`src/rtl/pin_evt_pkg.sv`:
```
package pin_evt_pkg;
   localparam int MODE_BITS = 4;

   typedef enum logic [MODE_BITS-1:0] {
      MD_OFF        = 4'd0,
      MD_DMA_RISE   = 4'd1,
      MD_DMA_FALL   = 4'd2,
      MD_DMA_EITHER = 4'd3,
      MD_IRQ_LOW    = 4'd8,
      MD_IRQ_RISE   = 4'd9,
      MD_IRQ_FALL   = 4'd10,
      MD_IRQ_EITHER = 4'd11,
      MD_IRQ_HIGH   = 4'd12
   } pin_mode_e;

   function automatic logic mode_is_dma(input logic [MODE_BITS-1:0] m);
      return (m == MD_DMA_RISE) || (m == MD_DMA_FALL) || (m == MD_DMA_EITHER);
   endfunction

   function automatic logic mode_is_irq(input logic [MODE_BITS-1:0] m);
      return (m >= MD_IRQ_LOW) && (m <= MD_IRQ_HIGH);
   endfunction

   // condition check of current value against previous sampled value
   function automatic logic mode_hit(input logic [MODE_BITS-1:0] m,
                                     input logic cur, input logic prv);
      logic h;
      case (m)
         MD_DMA_RISE, MD_IRQ_RISE:     h = cur & ~prv;
         MD_DMA_FALL, MD_IRQ_FALL:     h = ~cur & prv;
         MD_DMA_EITHER, MD_IRQ_EITHER: h = cur ^ prv;
         MD_IRQ_LOW:                   h = ~cur;
         MD_IRQ_HIGH:                  h = cur;
         default:                      h = 1'b0;
      endcase
      return h;
   endfunction
endpackage

```
`src/rtl/pin_evt_sync.sv`:
```
module pin_evt_sync #(
   parameter int WIDTH  = 32,
   parameter int STAGES = 2
) (
   input  logic             clk,
   input  logic             rst_n,
   input  logic [WIDTH-1:0] d,
   output logic [WIDTH-1:0] q
);
   generate
      if (STAGES == 0) begin : g_bypass
         assign q = d;
      end else begin : g_chain
         logic [WIDTH-1:0] stg [STAGES];
         always_ff @(posedge clk or negedge rst_n) begin
            if (!rst_n) begin
               for (int k = 0; k < STAGES; k++) stg[k] <= '0;
            end else begin
               stg[0] <= d;
               for (int k = 1; k < STAGES; k++) stg[k] <= stg[k-1];
            end
         end
         assign q = stg[STAGES-1];
      end
   endgenerate
endmodule

```
`src/rtl/pin_evt_cell.sv`:
```
module pin_evt_cell
   import pin_evt_pkg::*;
(
   input  logic                 clk,
   input  logic                 rst_n,
   input  logic                 sync_in,
   input  logic                 raw_in,
   input  logic                 filt_en,
   input  logic                 filt_in,
   input  logic                 digital,
   input  logic [MODE_BITS-1:0] mode,
   input  logic                 clr,
   input  logic                 dma_done,
   output logic                 flag,
   output logic                 irq_flag,
   output logic                 dma_flag,
   output logic                 wake_hit
);
   logic sample, prev_q, flag_q, is_dma, is_irq, active, set_now, wipe;

   assign sample  = filt_en ? filt_in : sync_in;
   assign is_dma  = mode_is_dma(mode);
   assign is_irq  = mode_is_irq(mode);
   assign active  = digital & (is_dma | is_irq);
   assign set_now = active & mode_hit(mode, sample, prev_q);
   assign wipe    = clr | (dma_done & is_dma);

   always_ff @(posedge clk or negedge rst_n) begin
      if (!rst_n) begin
         prev_q <= 1'b0;
         flag_q <= 1'b0;
      end else begin
         prev_q <= sample;
         flag_q <= set_now | (flag_q & ~wipe);   // set takes priority
      end
   end

   assign flag     = flag_q;
   assign irq_flag = flag_q & is_irq;
   assign dma_flag = flag_q & is_dma;
   assign wake_hit = active & mode_hit(mode, raw_in, prev_q);
endmodule

```
`src/rtl/pin_event_detector.sv`:
```
module pin_event_detector
   import pin_evt_pkg::*;
#(
   parameter int NPINS       = 32,
   parameter int MODE_W      = 4,
   parameter int SYNC_STAGES = 2
) (
   input  logic                    clk,
   input  logic                    rst_n,
   input  logic [NPINS-1:0]        pin_in,
   input  logic [NPINS-1:0]        pin_digital,
   input  logic [NPINS*MODE_W-1:0] mode_cfg,
   input  logic [NPINS-1:0]        filt_en,
   input  logic [NPINS-1:0]        filt_in,
   input  logic                    flag_clr_we,
   input  logic [NPINS-1:0]        flag_clr_data,
   input  logic                    dma_done,
   input  logic                    stop_mode,
   output logic [NPINS-1:0]        flags,
   output logic                    irq,
   output logic                    dma_req,
   output logic                    wake
);
   generate
      if (NPINS < 1 || NPINS > 64) begin : g_bad_npins
         $error("NPINS must be in 1..64");
      end
      if (MODE_W != MODE_BITS) begin : g_bad_modew
         $error("MODE_W must match the package mode width");
      end
      if (SYNC_STAGES < 0 || SYNC_STAGES > 4) begin : g_bad_sync
         $error("SYNC_STAGES must be in 0..4");
      end
   endgenerate

   logic [NPINS-1:0] pin_sync, irq_vec, dma_vec, wake_vec, clr_vec;

   assign clr_vec = flag_clr_we ? flag_clr_data : '0;

   pin_evt_sync #(.WIDTH(NPINS), .STAGES(SYNC_STAGES)) u_sync (
      .clk(clk), .rst_n(rst_n), .d(pin_in), .q(pin_sync)
   );

   generate
      for (genvar p = 0; p < NPINS; p++) begin : g_pin
         pin_evt_cell u_cell (
            .clk      (clk),
            .rst_n    (rst_n),
            .sync_in  (pin_sync[p]),
            .raw_in   (pin_in[p]),
            .filt_en  (filt_en[p]),
            .filt_in  (filt_in[p]),
            .digital  (pin_digital[p]),
            .mode     (mode_cfg[p*MODE_W +: MODE_W]),
            .clr      (clr_vec[p]),
            .dma_done (dma_done),
            .flag     (flags[p]),
            .irq_flag (irq_vec[p]),
            .dma_flag (dma_vec[p]),
            .wake_hit (wake_vec[p])
         );
      end
   endgenerate

   assign irq     = |irq_vec;
   assign dma_req = |dma_vec;
   assign wake    = stop_mode & (|wake_vec);
endmodule

```
`config.mk`:
```
export PLATFORM = sky130hd
export DESIGN_NAME = pin_event_detector
export DESIGN_NICKNAME = d
export VERILOG_FILES = /design/src/rtl/pin_evt_pkg.sv /design/src/rtl/pin_evt_sync.sv /design/src/rtl/pin_evt_cell.sv /design/src/rtl/pin_event_detector.sv
export SDC_FILE = /design/constraint.sdc
export NUM_CORES = 1
export LEC_CHECK = 0
export BUFFER_PORTS_ARGS = -buffer_cell sky130_fd_sc_hd__buf_2
export CAP_MARGIN = 20
export CORE_ASPECT_RATIO = 1.5
export CORE_MARGIN = 2
export CORE_UTILIZATION = 30
export DETAILED_ROUTE_END_ITERATION = 7
export GPL_TIMING_DRIVEN = 1
export SYNTH_ARGS = -nofsm -noshare
export SYNTH_HDL_FRONTEND = slang
export SYNTH_SLANG_ARGS = --single-unit
```
`constraint.sdc`:
```
create_clock -name clk -period 2.3 [get_ports clk]
set_input_delay 0.115 -clock clk [delete_from_list [all_inputs] [get_ports clk]]
set_output_delay 0.115 -clock clk [all_outputs]
set_load 0.05 [all_outputs]
```
==> metrics.txt, run 1 <==
RD Place Congestion 0.893; placed cell area 12300 um2; final max-slew violation count 0; Routed Antenna Nets 0; peak fanout along the critical path 3; post-synth cell types 59; measured slew at the worst slew-check pin 0.670 ns; Worst setup EP type output port; failing checks hold timing, setup timing; Num CTS Buffers 17; Initial DRT Pass Iterations 5; PD cells 556 nW/um2; H-tree depth reported by CTS 4; clock sink count 128; Mean Syn Cell Area 8.49 um2; Slew HR 54.2%; gr usage total 21.1%; core area 34100 um2; period utilization 123%; max_cap viols 0; RSZ-0062 raised after global routing true; CTS clk-pin slew, worst paths 0.06 ns; Worst-Skew Late Latency 0.44 ns; Crit path required time 2.18 ns; top cells by area, synth dfrtp_1, ha_1, nand2_1; Vias 10.7k; number of DRC markers in iteration 0 564; CTS tree built; Min Hold Slack -0.0160 ns; Yosys top cell by area dfrtp_1; HP Class in2reg; FFs w/ async S/R, synth 100%; Layout area overhead 38.9%; Fill cells 3414; Yosys top cell area share 31.1%; post-route setup slack -0.522 ns; CTS Buffer Depth 2; drt drc 0; total power 7950 uW; worst path cell trace ha_1 > inv_1 > mux2i_1 > a2111oi_0 > buf_4 > nor4_1 > and4_1 > a41oi_4 > buf_12; Routed met1 length 14500 um; WL/cell 18.4 um; post-synthesis cell count 1213; Total Routed Length 38300 um; first-pass GRT wire length 57300 um; min Tclk post-route 2.82 ns; initial antenna violation count 10; CP startpoint kind flop; post-DP HPWL 30700 um; root buffer cell clkbuf_16; Post-Syn Area 10300 um2; met2 WL 19900 um; register area share after synthesis 31.1%; clk_skew 0.00790 ns; Die Y 231 um; final hold violations 3; Initial Util 30.2%; Routed met3 length 2110 um; maximum single-stage delay on the critical path 0.59 ns; top-count cell post-synth nand2_1; nets@finish 2058; Leak 0.00689 uW; synth cell count leaders nand2_1, dfrtp_1, ha_1, inv_1, o21ai_0; Die ar. 35800 um2; status finished with violations; design area 14300 um2; top routing layer in use met5; DR vias/cell 5.16; ys flop type dfrtp_1; Post-Syn Nets 1634; Final setup violation count 1; maximum clock rate 354 MHz; number of synthesized flops with an enable pin 0; Critical Path AT 2.71 ns; yosys warns 0; CP Class reg2out; CP top delay family compound AO/OA/AOI/OAI gates; number of buffers added on ports 327; fraction of layout instances using a drive strength above 1 24.9%; Std-Cell Rows 83; largest net degree at the start of global routing 55; Worst IR Drop VDD 0.439 mV; slowest cell on the critical path a2111oi_0; residual overflow from global routing 0; synthesis-stage register bit count 128; vias in the first global route 10.5k; CP Buf/Inv Count 3; die width 155 um; Fin Setup TNS -0.522 ns; I/O Pins 328
==> worst paths after layout <==
path,start,endpoint,slack [ns],cells past startpoint
max,g_pin[8].u_cell.prev_q,wake,-0.52,9
min,filt_en[15],g_pin[15].u_cell.prev_q,-0.02,3
max reg2reg,u_sync.q[3],g_pin[3].u_cell.flag,0.09,9
min reg2reg,u_sync.g_chain.stg[32],u_sync.q[0],0.35,0
max in group asynchronous,rst_n,u_sync.g_chain.stg[61],1.41,3
min in group asynchronous,rst_n,u_sync.g_chain.stg[55],0.23,2
==> state kept, by name, summed over array words and instances (netlist names) <==
register             count
u_sync.g_chain.stg      32
u_sync.q                32
g_pin.u_cell.flag       32
g_pin.u_cell.prev_q     32
==> routing by layer <==
metal	vias to the layer above	track usage, %
li1	5170	-
met1	5090	22.9
met2	363	38.5
met3	90	4.54
met4	10	10.3
met5	-	0
==> worst register-to-register path: cells and delay by family (launching register included) <==
kind	cells	cell delay (ns)
compound gates	4	0.52
fa+ha+maj	1	0.20
buf+inv	2	0.64
flops	1	0.41
mux	1	0.19
simple gates	1	0.12
==> per-stage QoR <==
stage | worst slack (ns) | util (%) | instances
6_report | -0.522 | 42.0 | 2080
5_1_grt | -0.678 | 42.0 | 2080
4_1_cts | -0.623 | 41.3 | 2066
3_5_place_dp | -0.232 | 36.1 | 1921
3_3_place_gp | -0.261 | 36.1 | 1921
2_1_floorplan | 0.201 | - | 1213
==> report_power, final <==
group          switching (uW)  internal (uW)
sequential                178           2440
combinational            1430           1010
clock                    1130           1760
total                    2740           5220
==> logic make-up after synthesis <==
family | share of synthesized area (%)
AND/OR/NAND/NOR | 20.1
AO/OA/AOI/OAI | 17.9
buffers and inverters | 8.14
adder cells (fa/ha/maj) | 15.6
flip-flops | 31.1
multiplexers | 4.08
XOR/XNOR | 3.06
==> repair_timing <==
action | CTS | global route
hold buffers | 110 | 7
gates resized for setup | 9 | 28
pin swaps | 3 | 8
setup buffers | 3 | 3
setup endpoints to repair | 2 | 14
endpoints found under the hold margin | 132 | 6
==> placed cells by master, fill, tap and decap left out, drive strengths merged, types with 7 or more instances in the layout <==
cell,count
o22ai,8
ha,128
nand2,139
xnor2,18
a211oi,12
mux2i,33
a32o,25
xor2,18
nor2,65
nor4,7
nand2b,12
inv,124
nor3b,10
dlygate4sd3,116
a41oi,7
and3,8
clkbuf,19
a2111oi,7
o21ai,95
o211ai,19
nand4,29
nor2b,23
nand3b,20
buf,352
a21oi,41
nand3,58
nor3,35
a22oi,19
dfrtp,128
a31oi,10
==> cell type report <==
class	instances	area [um2]	share of cell area, %
tap	425	532	3.72
multi-input combinational	899	6420	44.9
sequential	128	3200	22.4
clock buffer	19	453	3.17
clock inverter	13	161	1.13
antenna	5	12.5	0.0875
timing repair buffer	468	3060	21.4
inverter	123	462	3.23
(Power assumes the default switching activity.)
==> run 2, diff against run 1 <==
- BUFFER_PORTS_ARGS: -buffer_cell sky130_fd_sc_hd__buf_2 -> unset
- DONT_BUFFER_PORTS: unset -> 1
- HOLD_SLACK_MARGIN: unset -> 0.08
- SYNTH_HIERARCHICAL: unset -> 1
==> metrics.txt, run 2 <==
Post-Syn Area 11700 um2; grt met2 use 35.9%; post-synth cell types 40; Critical Path AT 3.12 ns; Total Routed Length 40500 um; Fin Setup TNS -0.990 ns; measured slew at the worst slew-check pin 0.711 ns; root buffer cell clkbuf_16; nets@finish 2065; gr usage total 19.3%; Reg2Reg Launch Point g_pin[14].u_cell/prev_q; Initial Util 30.4%; critical register-to-register path endpoint g_pin[14].u_cell/flag; ys flop type dfrtp_1; Vias 11.5k; HP Class in2async; yosys warns 6; vias in the first global route 12.0k; I/O Pins 328; fraction of layout instances using a drive strength above 1 13.7%; maximum clock rate 356 MHz; synthesis-stage register bit count 128; Layout area overhead 38.5%; WL/cell 18.8 um; final max-slew violation count 0; number of DRC markers in iteration 0 518; final cell count without fillers 2156; r2r setup slk -0.51 ns; Slew HR 51.9%; Post-Place Cells 1816; Die ar. 40700 um2; failing checks hold timing, setup timing; Post-Syn Nets 1732; H-tree depth reported by CTS 4; Worst IR Drop VDD 0.441 mV; DR vias/cell 5.33; number of synthesized flops with an enable pin 0; max_cap viols 0; CTS clk-pin slew, worst paths 0.07 ns; period utilization 122%; final hold violations 128; Core Util, Final 42.1%; post-route setup slack -0.509 ns; status finished with violations; Yosys top cell by area dfrtp_1; CTS tree built; most frequent cells in the layout dlygate4sd3_1, ha_1, inv_1; core area 38500 um2; first-pass GRT wire length 61000 um; Yosys top cell area share 27.3%; min Tclk post-route 2.81 ns; Min Hold Slack -0.629 ns; Final setup violation count 2; RSZ-0062 raised after global routing true; largest net degree at the start of global routing 129; initial antenna violation count 5; drt drc 0; synth cell count leaders dfrtp_1, ha_1, inv_1, a21oi_1; residual overflow from global routing 0; post-synthesis cell count 1311; Crit path required time 2.61 ns; CP startpoint kind flop; busiest grt layer met2; Std-Cell Rows 88; commonest non-fill, non-tap cell in the layout dlygate4sd3_1; Initial DRT Pass Iterations 5; CP Class reg2reg; FFs w/ async S/R, synth 100%; met1 Use GR 19.3%; clk_skew 0.00809 ns; Routed Antenna Nets 0; clock sink count 128; die width 165 um; post-DP HPWL 26500 um; register area share after synthesis 27.3%; number of buffers added on ports 0; PD cells 487 nW/um2; CTS Buffer Depth 2; top cells by area, synth dfrtp_1, ha_1, a21oi_1; Mean Syn Cell Area 8.94 um2; peak fanout along the critical path 3; Leak 0.00730 uW; placed cell area 12500 um2; Worst setup EP type flop; Die Y 246 um; RD Place Congestion 0.798; reg2reg path depth 18; Num CTS Buffers 17; met3 Usage GRT 5.45%; design area 16200 um2; Worst-Skew Late Latency 0.44 ns
-- run 2: final cells by class --
class | instances | area [um2]
diodes | 4 | 10.0
clock buffers | 27 | 523
clock inverters | 5 | 50.0
fillers | 3653 | 22300
inverters | 127 | 477
multi-input cells | 1021 | 7960
flip-flops and latches | 128 | 3210
well taps | 495 | 619
repair buffers | 349 | 3380
-- run 2: worst max-delay path by stage --
stage / startpoint / endpoint / slack [ns] / depth (start not counted)
2_1_floorplan: g_pin[24].u_cell/prev_q / wake / 0.42 / 8
3_3_place_gp: g_pin[6].u_cell/prev_q / wake / -0.28 / 10
3_5_place_dp: g_pin[13].u_cell/prev_q / wake / -0.26 / 10
4_1_cts: g_pin[6].u_cell/prev_q / wake / -0.50 / 9
5_1_grt: g_pin[14].u_cell/prev_q / g_pin[14].u_cell/flag / -0.60 / 18
6_report: g_pin[14].u_cell/prev_q / g_pin[14].u_cell/flag / -0.51 / 18
-- run 2: critical path, stage by stage (launching register included) --
cell and delay [ns]:
dfrtp_1 0.40, inv_2 0.06, buf_4 0.13, buf_4 0.12, buf_4 0.12, buf_4 0.12
buf_4 0.12, buf_4 0.11, buf_4 0.12, buf_4 0.12, buf_4 0.12, buf_4 0.12
buf_4 0.12, buf_4 0.12, buf_4 0.12, ha_1 0.17, nor2_1 0.09, o21ai_1 0.07
a221o_1 0.33
-- run 2: what timing repair did --
action,CTS,global route
buffers inserted,18,5
hold endpoints to repair,224,131
gates resized for setup,18,20
hold buffers,280,3
setup endpoints to repair,3,15
pin swaps,15,9
-- run 2: metal layers --
metal,wire [um],vias to the layer above
li1,-,5419
met1,14700,5539
met2,21100,411
met3,2830,112
met4,1860,2
met5,13,-
-- run 2: where the power goes --
part | switching, uW | total (uW) | internal (uW)
logic | 1250 | 2510 | 1260
clock network | 1080 | 2740 | 1650
registers | 200 | 2650 | 2450
total | 2530 | 7900 | 5370
-- run 2: per-stage QoR --
step           total power [uW]  setup WS (ns)  hold slack (ns)
2_1_floorplan              4070          0.421           -0.181
5_1_grt                    8330         -0.602           -0.664
3_5_place_dp               4590         -0.260           -0.177
3_3_place_gp               4550         -0.277           -0.178
4_1_cts                    7930         -0.501           -0.665
6_report                   7900         -0.509           -0.629
-- run 2: cells by family after synthesis --
kind of cell,after synthesis,share of synthesized area [%]
flip-flops,128,27.3
buffers and inverters,162,6.22
AO/OA/AOI/OAI,318,19.7
AND/OR/NAND/NOR,511,27.8
adder cells (fa/ha/maj),128,13.7
multiplexers,32,2.84
XOR/XNOR,32,2.39
